$ cat config.mk
export PLATFORM = sky130hd
export DESIGN_NAME = irq_summary_bank
export DESIGN_NICKNAME = d
export VERILOG_FILES = /design/src/rtl/irqsum_pkg.sv /design/src/rtl/irqsum_sync.sv /design/src/rtl/irqsum_decode.sv /design/src/rtl/irq_summary_bank.sv
export SDC_FILE = /design/constraint.sdc
export NUM_CORES = 1
export LEC_CHECK = 0
export BUFFER_PORTS_ARGS = -buffer_cell sky130_fd_sc_hd__buf_2
export CAP_MARGIN = 20
export CORE_MARGIN = 3
export CORE_UTILIZATION = 50
export DETAILED_ROUTE_END_ITERATION = 7
export GPL_TIMING_DRIVEN = 1
export PLACE_DENSITY = 0.74
export SLEW_MARGIN = 20
export SYNTH_ARGS = -nofsm -noshare
export SYNTH_HDL_FRONTEND = slang
export SYNTH_SLANG_ARGS = --single-unit
$ cat constraint.sdc
create_clock -name clk -period 2.95 [get_ports clk]
set_input_delay 0.4425 -clock clk [delete_from_list [all_inputs] [get_ports clk]]
set_output_delay 0.4425 -clock clk [all_outputs]
set_load 0.01 [all_outputs]
$ cat src/rtl/irqsum_pkg.sv
package irqsum_pkg;
    localparam int NUM_SRC   = 19;
    localparam int BYTE_W    = 8;
    localparam int NUM_BYTES = (NUM_SRC + BYTE_W - 1) / BYTE_W;
    localparam int MASK_W    = NUM_BYTES * BYTE_W;

    typedef struct packed {
        logic [MASK_W-1:0] mask;
        logic [BYTE_W-1:0] rdata;
        logic              irq;
    } irqsum_state_t;

    // Fixed bit order; software decodes these positions.
    function automatic logic [NUM_SRC-1:0] pack_sources(
        input logic [3:0] inta,
        input logic [3:0] intb,
        input logic [3:0] intc,
        input logic [3:0] intd,
        input logic       bridge,
        input logic       disk,
        input logic       usb
    );
        return {intd[3:1], intd[0], intc[3:0], intb[3:1],
                intb[0], usb, disk, bridge, inta[3:0]};
    endfunction
endpackage

$ cat src/rtl/irqsum_sync.sv
module irqsum_sync #(
    parameter int WIDTH  = 19,
    parameter int STAGES = 2
) (
    input  logic             clk,
    input  logic             rst_n,
    input  logic [WIDTH-1:0] async_in,
    output logic [WIDTH-1:0] sync_out
);
    logic [WIDTH-1:0] stage_d [STAGES];
    logic [WIDTH-1:0] stage_q [STAGES];

    for (genvar s = 0; s < STAGES; s++) begin : g_stage
        if (s == 0) begin : g_first
            always_comb stage_d[s] = async_in;
        end else begin : g_next
            always_comb stage_d[s] = stage_q[s-1];
        end

        always_ff @(posedge clk or negedge rst_n) begin
            if (!rst_n) stage_q[s] <= '0;
            else        stage_q[s] <= stage_d[s];
        end
    end

    assign sync_out = stage_q[STAGES-1];
endmodule

$ cat src/rtl/irqsum_decode.sv
module irqsum_decode #(
    parameter int          ADDR_W    = 12,
    parameter int          NUM_BYTES = 3,
    parameter logic [11:0] BASE_ADDR = 12'h804
) (
    input  logic [ADDR_W-1:0]    addr,
    output logic [NUM_BYTES-1:0] byte_sel
);
    for (genvar b = 0; b < NUM_BYTES; b++) begin : g_sel
        localparam logic [ADDR_W-1:0] HIT = ADDR_W'(BASE_ADDR) + ADDR_W'(b);
        assign byte_sel[b] = (addr == HIT);
    end
endmodule

$ cat src/rtl/irq_summary_bank.sv
module irq_summary_bank
    import irqsum_pkg::*;
#(
    parameter int          ADDR_W      = 12,
    parameter logic [11:0] BASE_ADDR   = 12'h804,
    parameter int          SYNC_STAGES = 2
) (
    input  logic              clk,
    input  logic              rst_n,
    input  logic [ADDR_W-1:0] bus_addr,
    input  logic [7:0]        bus_wdata,
    input  logic              bus_wr,
    input  logic              bus_rd,
    output logic [7:0]        bus_rdata,
    input  logic [3:0]        slot_inta,
    input  logic [3:0]        slot_intb,
    input  logic [3:0]        slot_intc,
    input  logic [3:0]        slot_intd,
    input  logic              bridge_req,
    input  logic              disk_req,
    input  logic              usb_req,
    output logic              cpu_irq
);
    logic [NUM_SRC-1:0]   raw_async;
    logic [NUM_SRC-1:0]   raw_sync;
    logic [MASK_W-1:0]    raw_pad;
    logic [NUM_BYTES-1:0] byte_sel;

    irqsum_state_t state_d, state_q;

    assign raw_async = pack_sources(slot_inta, slot_intb, slot_intc, slot_intd,
                                    bridge_req, disk_req, usb_req);

    irqsum_sync #(
        .WIDTH  (NUM_SRC),
        .STAGES (SYNC_STAGES)
    ) u_sync (
        .clk      (clk),
        .rst_n    (rst_n),
        .async_in (raw_async),
        .sync_out (raw_sync)
    );

    irqsum_decode #(
        .ADDR_W    (ADDR_W),
        .NUM_BYTES (NUM_BYTES),
        .BASE_ADDR (BASE_ADDR)
    ) u_decode (
        .addr     (bus_addr),
        .byte_sel (byte_sel)
    );

    assign raw_pad = MASK_W'(raw_sync);

    always_comb begin
        state_d = state_q;

        // Mask: reserved positions are pinned at 1 and never written.
        for (int i = 0; i < MASK_W; i++) begin
            if (i >= NUM_SRC) begin
                state_d.mask[i] = 1'b1;
            end else if (bus_wr && byte_sel[i / BYTE_W]) begin
                state_d.mask[i] = bus_wdata[i % BYTE_W];
            end
        end

        // Readback shows live levels; the mask never appears here.
        if (bus_rd) begin
            state_d.rdata = '0;
            for (int i = 0; i < MASK_W; i++) begin
                if (byte_sel[i / BYTE_W]) begin
                    state_d.rdata[i % BYTE_W] = raw_pad[i];
                end
            end
        end

        state_d.irq = |(raw_pad & ~state_q.mask);
    end

    always_ff @(posedge clk or negedge rst_n) begin
        if (!rst_n) begin
            state_q.mask  <= '1;
            state_q.rdata <= '0;
            state_q.irq   <= 1'b0;
        end else begin
            state_q <= state_d;
        end
    end

    assign bus_rdata = state_q.rdata;
    assign cpu_irq   = state_q.irq;
endmodule

==> reports/results.ini, run 1 <==
[status]
outcome = finished clean

[logic_synthesis]
synth-seq-area-share_pct = 67.1
syn_area_um2 = 2500
synth_cells = 168
synth.distinct_cells = 28
avgSynthCellArea_um2 = 14.9
yosys_warnings = 0
synth-seq-cells = 66
synth_fp_nets = 211

[clock_tree]
cts_tree = yes
clockBufferDepth = 2
cts-root-buf = clkbuf_8
clk_latency_ns = 0.34
cts_setup_buffers = 0
cts_sinks = 66
numCtsBuffers = 9
cts_max_level = 3
hold_buffers = 0
cts_resized = 0
clkTransAtPathRegs_ns = 0.06

[routing]
dr_total_vias = 1416
wl_per_cell_um = 14.9
routed_wl_um = 4330
viasPerCell = 4.87
final_antenna_net_count = 0
drt-initial-drc-count = 68
drc = 0
dr.pass1.iters = 4

[global_routing]
track_usage_pct = 17.0
grt_first_pass_wirelength_um = 7530
grt_overflow_total = 0
grt_antenna_before_repair = 0
grt_pass1_vias = 1513
grt_max_degree = 38

[final_layout]
nFillCells = 396
drive_above_1_share_pct = 48.7
areaGrowthSynthToFinish_pct = 17.9
final_nets = 262
n_antenna_cell = 0

[timing]
fin_setup_tns_ns = 0
period_minus_slack_ns = 1.72
finClkSkew_ns = 0.00466
relSlewSlack_pct = 48.4
hold_violations = 0
worst_pin_slew_ns = 0.774
rsz0062_at_grt = no
fin_crit_sh_pct = 58.2
setup_violations = 0
clock.fmax_mhz = 582
drv_slew = 0

[critical_path]
setup.worst_path.class = primary input to flop
endpoint_kind = flop
worst-path-max-fanout = 8
crit_required_ns = 3.21
start_kind = primary input
critPathArrivalTime_ns = 1.98

[place]
dpl.hpwl_um = 3220
port_buffers = 51
gp_congestion = 0.824

[pwr]
power.total_w = 0.00175
ir_drop_mv = 0.358
leakage_nw = 1.36
powerDensity_nw_per_um2 = 595

[die]
die_x_um = 76.7
dieHeight_um = 76.7
initial_core_util_pct = 52.2
ioPinCount = 52
die-area_um2 = 5880
core_area_um2 = 4790
rows = 25

[run]
max-cap-violations = 0

[hold_path]
hold_path_class = primary input to async pin

-- stage by stage --
stage	cells	cell area (µm²)	utilization (%)	hold slack (ns)	worst slack, ns
after global routing	291	2950	61.6	0.182	1.15
after CTS	291	2950	61.6	0.184	1.25
after detailed placement	275	2760	57.7	0.335	0.884
after floorplan	168	2500	-	0.147	1.28
after global placement	275	2760	57.7	0.332	0.923
final	291	2950	61.6	0.183	1.23
-- Yosys cell counts --
library cell  count  area [µm²]
a21oi_1           3        15.0
a222oi_1          1        10.0
and3_4            1        11.3
and3b_1           1        8.76
and4_4            1        11.3
buf_4             9        67.6
buf_6             1        11.3
buf_8             1        15.0
clkbuf_1          1        3.75
dfrtp_1          47        1180
dfstp_2          19         499
inv_1            18        67.6
mux2_2            3        33.8
mux2_4           16         240
mux2i_1           5        50.1
nand2_1           3        11.3
nand2b_1          6        37.5
nand3_1           4        20.0
nand4_1           1        6.26
nor2_1            5        18.8
nor2_2            1        6.26
nor3_1            2        10.0
nor4_4            1        21.3
nor4b_4           1        23.8
o2111ai_1         2        17.5
o21a_1            3        22.5
o22ai_1           9        56.3
o32ai_1           3        26.3
-- final timing paths --
| check | end | cells after the start | from | slack (ns) |
|---|---|---|---|---|
| max in group asynchronous | state_q[27] | 2 | rst_n | 2.09 |
| worst max register to register | cpu_irq | 4 | state_q[17] | 1.71 |
| worst min-delay path | bus_rdata[3] | 1 | rst_n | 0.18 |
| min in group clk | u_sync.stage_d[17] | 1 | slot_intd[2] | 0.21 |
| worst max-delay path | state_q[16] | 5 | bus_addr[5] | 1.23 |
| worst min register to register | u_sync.sync_out[8] | 0 | u_sync.stage_d[8] | 0.35 |
-- layout make-up --
type	count	area (µm²)	area share, %
sequential	66	1680	56.9
multi-input combinational	72	658	22.3
timing repair buffer	52	275	9.34
clock buffer	11	131	4.46
tap	67	83.8	2.85
inverter	18	67.6	2.29
clock inverter	5	55.1	1.87
-- kinds of logic (layout without fill, tap and decap cells) --
group	after synthesis	in the layout	synth area share, %
AO/OA/AOI/OAI	21	21	5.91
AND/OR/NAND/NOR	27	27	7.46
buffers and inverters	30	86	6.61
flip-flops	66	66	67.1
multiplexers	24	24	13.0
-- layer usage --
metal | global-route usage, % | vias up | share of wire, %
met3 | 6.10 | 14 | 6.2
met5 | 0 | - | 0
li1 | - | 668 | -
met4 | 10.3 | 0 | 2.0
met1 | 21.5 | 684 | 45
met2 | 25.0 | 50 | 47
-- report_power, final --
| group | leakage, nW | internal [W] | switching, W |
|---|---|---|---|
| clock network | 0.0893 | 0.000387 | 0.000323 |
| logic | 0.512 | 0.0000401 | 0.0000499 |
| registers | 0.755 | 0.000938 | 0.0000142 |
| total | 1.36 | 0.00136 | 0.000387 |
-- critical path, stage by stage --
cell and delay (ns):
buf_2 0.12, nor4_4 0.29, and4_4 0.30, and3b_1 0.49, mux2_4 0.34
-- flip-flops by register name, summed over array words and instances (netlist names) --
register,flops
u_sync.stage_d,19
bus_rdata,8
state_q,19
u_sync.sync_out,19
cpu_irq,1
-- cell usage in the layout, fill, tap and decap left out, types with 3 or more instances in the layout --
cell type,count
mux2i_1,5
nand3_1,4
nor2_1,5
nand2_1,3
inv_1,18
mux2_2,3
mux2_4,16
o21a_1,3
o32ai_1,3
dfstp_2,19
a21oi_1,3
nand2b_1,6
o22ai_1,9
clkbuf_8,9
dfrtp_1,47
buf_2,51
No activity file was read; power rests on OpenSTA's default activity.
==> inputs of run 2 (changes only) <==
- CORE_UTILIZATION: 50 -> 48
- clock period: 2.95 -> 1.5 ns (I/O delays scaled with it)
==> reports/results.ini, run 2 (same netlist as run 1, synthesis figures left out) <==
[status]
outcome = finished clean  ; unchanged

[routing]
final_antenna_net_count = 0  ; unchanged
viasPerCell = 4.78  ; was 4.87
routed_wl_um = 4630  ; was 4330 µm
wl_per_cell_um = 14.6  ; was 14.9 µm
dr_total_vias = 1514  ; was 1416
dr.pass1.iters = 5  ; was 4
drc = 0  ; unchanged
drt-initial-drc-count = 39  ; was 68

[critical_path]
critPathArrivalTime_ns = 1.55  ; was 1.98 ns
r2r_slack_ns = 0.29  ; was 1.71 ns
r2r_cells = 4  ; unchanged
setup.worst_path.class = primary input to flop  ; unchanged
r2r-end = cpu_irq  ; unchanged
worst-path-max-fanout = 8  ; unchanged
endpoint_kind = flop  ; unchanged
cp.depth = 6  ; was 5
max_stage_delay_ns = 0.30  ; was 0.49 ns
start_kind = primary input  ; unchanged
path_cells = buf_2 -> nor4b_4 -> and4_4 -> and3b_1 -> buf_12 -> mux2_4  ; was buf_2 -> nor4_4 -> and4_4 -> and3b_1 -> mux2_4
r2r-start = state_q[11]  ; was state_q[17]
worst-path-buf-inv = 2  ; was 1
critPathTopFamily = simple AND/OR/NAND/NOR gates  ; unchanged
crit_required_ns = 1.76  ; was 3.21 ns
crit_path_top_delay_cell = mux2_4  ; was and3b_1

[global_routing]
grt_max_degree = 34  ; was 38
grt_pass1_vias = 1658  ; was 1513
grt_antenna_before_repair = 0  ; unchanged
grt_first_pass_wirelength_um = 7620  ; was 7530 µm
track_usage_pct = 16.9  ; was 17.0%
grt_overflow_total = 0  ; unchanged

[hold_path]
hp-start = bus_wdata[7]
worstHoldPathCells = 2
holdPathEnd = state_q[16]
hold_path_class = primary input to flop  ; was primary input to async pin

[pwr]
seqPwrFrac_pct = 53.8  ; was 54.3%
netSwitchingFraction_pct = 21.6  ; was 22.1%
power.total_w = 0.00348  ; was 0.00175 W
leakage_nw = 1.48  ; was 1.36 nW
p_int_w = 0.00273  ; was 0.00136 W
switchingPower_w = 0.000751  ; was 0.000387 W
ir_drop_mv = 0.782  ; was 0.358 mV
power_frac_comb_pct = 6.6  ; was 5.1%
p_clk_share_pct = 39.6  ; was 40.5%
powerDensity_nw_per_um2 = 1080  ; was 595 nW/µm²

[place]
dpl.hpwl_um = 3370  ; was 3220 µm
gp_congestion = 0.820  ; was 0.824
port_buffers = 51  ; unchanged

[timing]
finClkSkew_ns = 0.00400  ; was 0.00466 ns
period_minus_slack_ns = 1.29
drv_slew = 0  ; unchanged
hold_violations = 0  ; unchanged
rsz0062_at_grt = no  ; unchanged
setup_violations = 0  ; unchanged
fin_crit_sh_pct = 85.7
clock.fmax_mhz = 778
worst_pin_slew_ns = 0.399  ; was 0.774 ns
relSlewSlack_pct = 73.4  ; was 48.4%

[clock_tree]
cts_tree = yes  ; unchanged
cts-root-buf = clkbuf_8  ; unchanged
cts_sinks = 66  ; unchanged
clk_latency_ns = 0.33  ; was 0.34 ns
cts_resized = 0  ; unchanged
clockBufferDepth = 2  ; unchanged
clkTransAtPathRegs_ns = 0.06  ; about the same
numCtsBuffers = 9  ; unchanged
cts_max_level = 3  ; unchanged

[die]
rows = 25  ; unchanged
ioPinCount = 52  ; unchanged
initial_core_util_pct = 51.2  ; was 52.2%
dieHeight_um = 78.2  ; was 76.7 µm
die-area_um2 = 6110  ; was 5880 µm²
core_area_um2 = 4880  ; was 4790 µm²
die_x_um = 78.2  ; was 76.7 µm

[final_layout]
postLayoutCoreUtil_pct = 65.9  ; was 61.6%
final_nets = 288  ; was 262
n_antenna_cell = 0  ; unchanged
nFillCells = 370  ; was 396
areaGrowthSynthToFinish_pct = 28.7  ; was 17.9%
layout_common_cells = buf_2 (51), dfrtp_1 (47), dlygate4sd3_1 (20)  ; was buf_2 (51), dfrtp_1 (47), dfstp_2 (19)
layout.cells.most_common = buf_2  ; unchanged
drive_above_1_share_pct = 46.0  ; was 48.7%

[run]
max-cap-violations = 0  ; unchanged

-- run 2: changes by cell type in the layout (fill, tap and decap cells not counted) --
cell / previous run / this run
buf_12: 1 / 3
buf_4: 0 / 4
dlygate4sd3_1: 0 / 20
-- run 2: per-layer routing --
layer | share of wire, % | wire, µm | global-route usage [%] | up-vias
met5 | 0 | 0 | 0 | -
li1 | - | - | - | 718
met2 | 51 | 2350 | 27.0 | 41
met1 | 42 | 1940 | 19.8 | 747
met4 | 1.7 | 80 | 7.52 | 0
met3 | 5.6 | 261 | 7.34 | 8
-- run 2: power groups by stage --
stage	logic (W)	clock network, W	registers, W
3_3_place_gp	0.000186	0	0.00190
3_5_place_dp	0.000191	0	0.00190
4_1_cts	0.000231	0.00141	0.00187
2_1_floorplan	0.0000661	0	0.00189
6_report	0.000229	0.00138	0.00187
5_1_grt	0.000255	0.00151	0.00188
-- run 2: what timing repair did --
action	in CTS	in global routing
hold buffers	20	0
hold endpoints to repair	20	0
setup buffers	0	0
-- run 2: worst max path at each step --
stage | from | to | slack (ns)
final | bus_addr[9] | state_q[13] | 0.21
after global placement | bus_addr[9] | state_q[16] | -0.09
after CTS | bus_addr[9] | state_q[13] | 0.23
after floorplan | bus_addr[9] | state_q[10] | 0.04
after detailed placement | bus_addr[9] | state_q[9] | -0.13
after global routing | bus_addr[9] | state_q[15] | 0.17
-- run 2: area by class of cell --
cell class                      count  area (µm²)  share of cell area (%)
Sequential cell                    66        1680                    52.1
Multi-Input combinational cell     72         658                    20.5
Clock buffer                       11         131                    4.08
Clock inverter                      5        55.1                    1.71
Inverter                           18        67.6                    2.10
Tap cell                           67        83.8                    2.61
Timing Repair Buffer               78         546                    17.0
-- run 2: through the flow --
stage / setup TNS (ns) / hold WS (ns) / setup slack, ns / area, µm² / instances
floorplan: 0 / -0.0706 / 0.0445 / 2500 / 168
global placement: -1.26 / 0.176 / -0.0933 / 2830 / 281
detailed placement: -1.80 / 0.170 / -0.128 / 2830 / 281
CTS: 0 / 0.119 / 0.228 / 3220 / 317
global route: 0 / 0.130 / 0.173 / 3220 / 317
finish: 0 / 0.134 / 0.215 / 3220 / 317
==> inputs of run 3 (changes only) <==
- ABC_AREA: unset -> 1
- CORE_UTILIZATION: 48 -> 50
- RECOVER_POWER: unset -> 50
- clock period: 1.5 -> 1.6 ns (I/O delays scaled with it)
==> reports/results.ini, run 3 <==
[timing]
clock.fmax_mhz = 832
rsz0062_at_grt = no  ; unchanged
whs_ns = 0.0104  ; was 0.134 ns
fin_crit_sh_pct = 75.2
finClkSkew_ns = 0.00627  ; was 0.00400 ns
period_minus_slack_ns = 1.20
fin_setup_tns_ns = 0  ; unchanged
worst_pin_slew_ns = 0.849  ; was 0.399 ns
drv_slew = 0  ; unchanged
relSlewSlack_pct = 43.4  ; was 73.4%
setup_violations = 0  ; unchanged
hold_violations = 0  ; unchanged

[die]
dieHeight_um = 76.8  ; was 78.2 µm
die-area_um2 = 5890  ; was 6110 µm²
ioPinCount = 52  ; unchanged
die_x_um = 76.8  ; was 78.2 µm
core_area_um2 = 4790  ; was 4880 µm²
rows = 25  ; unchanged
initial_core_util_pct = 52.3  ; was 51.2%

[clock_tree]
hold_buffers = 11  ; was 20
clk_latency_ns = 0.33  ; about the same
clkTransAtPathRegs_ns = 0.07  ; was 0.06 ns
numCtsBuffers = 9  ; unchanged
cts-root-buf = clkbuf_8  ; unchanged
cts_max_level = 3  ; unchanged
cts_setup_buffers = 0  ; unchanged
clockBufferDepth = 2  ; unchanged
cts_tree = yes  ; unchanged
cts_resized = 0  ; unchanged
cts_sinks = 66  ; unchanged

[final_layout]
layout.cells.most_common = nand2_1  ; was buf_2
areaGrowthSynthToFinish_pct = 26.6  ; was 28.7%
postLayoutCoreUtil_pct = 66.2  ; was 65.9%
drive_above_1_share_pct = 31.4  ; was 46.0%
final_nets = 353  ; was 288
n_antenna_cell = 0  ; unchanged
nFillCells = 385  ; was 370
layout_common_cells = nand2_1 (61), buf_2 (51), dfrtp_1 (47)  ; was buf_2 (51), dfrtp_1 (47), dlygate4sd3_1 (20)
finish.instance_area_um2 = 3170  ; was 3220 µm²

[logic_synthesis]
synth-async-reset-ratio_pct = 100  ; unchanged
yosysMostFrequentCell = nand2_1  ; was dfrtp_1
synth-seq-area-share_pct = 66.9  ; was 67.1%
synth-seq-cells = 66  ; unchanged
yosys.area.top_type = dfrtp_1  ; unchanged
yosys-top-cells-area = dfrtp_1 (47%), dfstp_2 (20%), nand2_1 (9.1%), inv_1 (5.4%), nand3_1 (3.6%)  ; was dfrtp_1 (47%), dfstp_2 (20%), mux2_4 (9.6%), buf_4 (2.7%), inv_1 (2.7%)
avgSynthCellArea_um2 = 10.3  ; was 14.9 µm²
synth_edf_count = 0  ; unchanged
synth_cells = 243  ; was 168
netlist_top_cells_count = nand2_1 (61), dfrtp_1 (47), inv_1 (36)  ; was dfrtp_1 (47), dfstp_2 (19), inv_1 (18)
synth.distinct_cells = 22  ; was 28
syn_area_um2 = 2500  ; about the same
synth_flop_cell = dfrtp_1  ; unchanged
yosys_warnings = 0  ; unchanged
yosys.area.top_type_share_pct = 47.0  ; was 47.1%
synth_fp_nets = 286  ; was 211

[place]
gp_congestion = 0.833  ; was 0.820
placed_area_um2 = 2800  ; was 2830 µm²
dpl.hpwl_um = 3430  ; was 3370 µm
port_buffers = 51  ; unchanged

[routing]
drt-initial-drc-count = 149  ; was 39
drc = 0  ; unchanged
wl_per_cell_um = 12.7  ; was 14.6 µm
dr_total_vias = 1796  ; was 1514
viasPerCell = 4.70  ; was 4.78
dr.pass1.iters = 4  ; was 5
final_antenna_net_count = 0  ; unchanged
routed_wl_um = 4860  ; was 4630 µm

[hold_path]
hold_path_class = primary input to flop  ; unchanged

[global_routing]
grt_antenna_before_repair = 0  ; unchanged
grt_pass1_vias = 1831  ; was 1658
grt_first_pass_wirelength_um = 8600  ; was 7620 µm
grt_overflow_total = 0  ; unchanged
track_usage_pct = 18.9  ; was 16.9%
grt_max_degree = 67  ; was 34

[critical_path]
setup.worst_path.class = primary input to async pin  ; was primary input to flop
crit_required_ns = 1.95  ; was 1.76 ns
critPathArrivalTime_ns = 1.56  ; was 1.55 ns
worst-path-max-fanout = 66  ; was 8
endpoint_kind = async pin  ; was flop
start_kind = primary input  ; unchanged

[status]
outcome = finished clean  ; unchanged

[pwr]
powerDensity_nw_per_um2 = 1120  ; was 1080 nW/µm²
power.total_w = 0.00356  ; was 0.00348 W
leakage_nw = 1.61  ; was 1.48 nW
ir_drop_mv = 0.895  ; was 0.782 mV

[run]
max-cap-violations = 0  ; unchanged

[run 3: changes by cell type after synthesis, sizes merged, moves of 3 or more]
cell    delta
mux2      -19
nor2       +6
nand2b     -6
inv       +18
o22ai      -6
nand3     +16
o32ai      -3
nand2     +60
o21a       -3
mux2i      -5
o21ai     +25
[run 3: cell families (layout without fill, tap and decap cells)]
logic type / count (synthesis) / in the layout / share of synthesized area [%]
DFF: 66 / 66 / 66.9
and+or+nand+nor: 97 / 97 / 17.0
buffers and inverters: 49 / 121 / 9.10
AOI/OAI and AO/OA: 31 / 31 / 6.95
[run 3: power breakdown]
part           total [W]  switching (W)  internal (W)
Combinational   0.000167      0.0000905     0.0000760
Clock            0.00165       0.000614       0.00103
Sequential       0.00175      0.0000212       0.00172
[run 3: final timing paths]
kind	startpoint	end	slack, ns	cells past startpoint
min in group asynchronous	rst_n	u_sync.sync_out[18]	0.66	3
setup reg to reg	state_q[21]	cpu_irq	0.41	7
max in group clk	state_q[21]	cpu_irq	0.41	7
setup / recovery	rst_n	u_sync.sync_out[15]	0.40	3
hold / removal	slot_intd[0]	u_sync.stage_d[15]	0.01	1
hold reg to reg	u_sync.stage_d[10]	u_sync.sync_out[10]	0.35	0
[run 3: metrics by stage]
stage	std cells	setup slack (ns)
detailed placement	352	0.213
global placement	352	0.251
CTS	379	0.401
floorplan	243	0.433
global route	382	0.239
finish	382	0.398
[run 3: final cells by class]
| class | count | area, µm² | area share, % |
|---|---|---|---|
| clock buffers | 9 | 124 | 3.91 |
| inverters | 37 | 139 | 4.38 |
| repair buffers | 68 | 430 | 13.6 |
| multi-input cells | 128 | 601 | 18.9 |
| clock inverters | 7 | 118 | 3.71 |
| flip-flops and latches | 66 | 1680 | 52.8 |
| well taps | 67 | 83.8 | 2.64 |
[run 3: critical path, stage by stage]
cell and delay (ns):
dlygate4sd3_1 0.52, buf_2 0.09, clkbuf_4 0.67
[run 3: layer usage]
| layer | track usage (%) | vias to the layer above | part of all wire [%] |
|---|---|---|---|
| met1 | 25.4 | 840 | 44 |
| met3 | 5.75 | 11 | 7.0 |
| met2 | 28.7 | 61 | 47 |
| met5 | 0 | - | 0 |
| met4 | 7.61 | 0 | 1.9 |
| li1 | - | 884 | - |
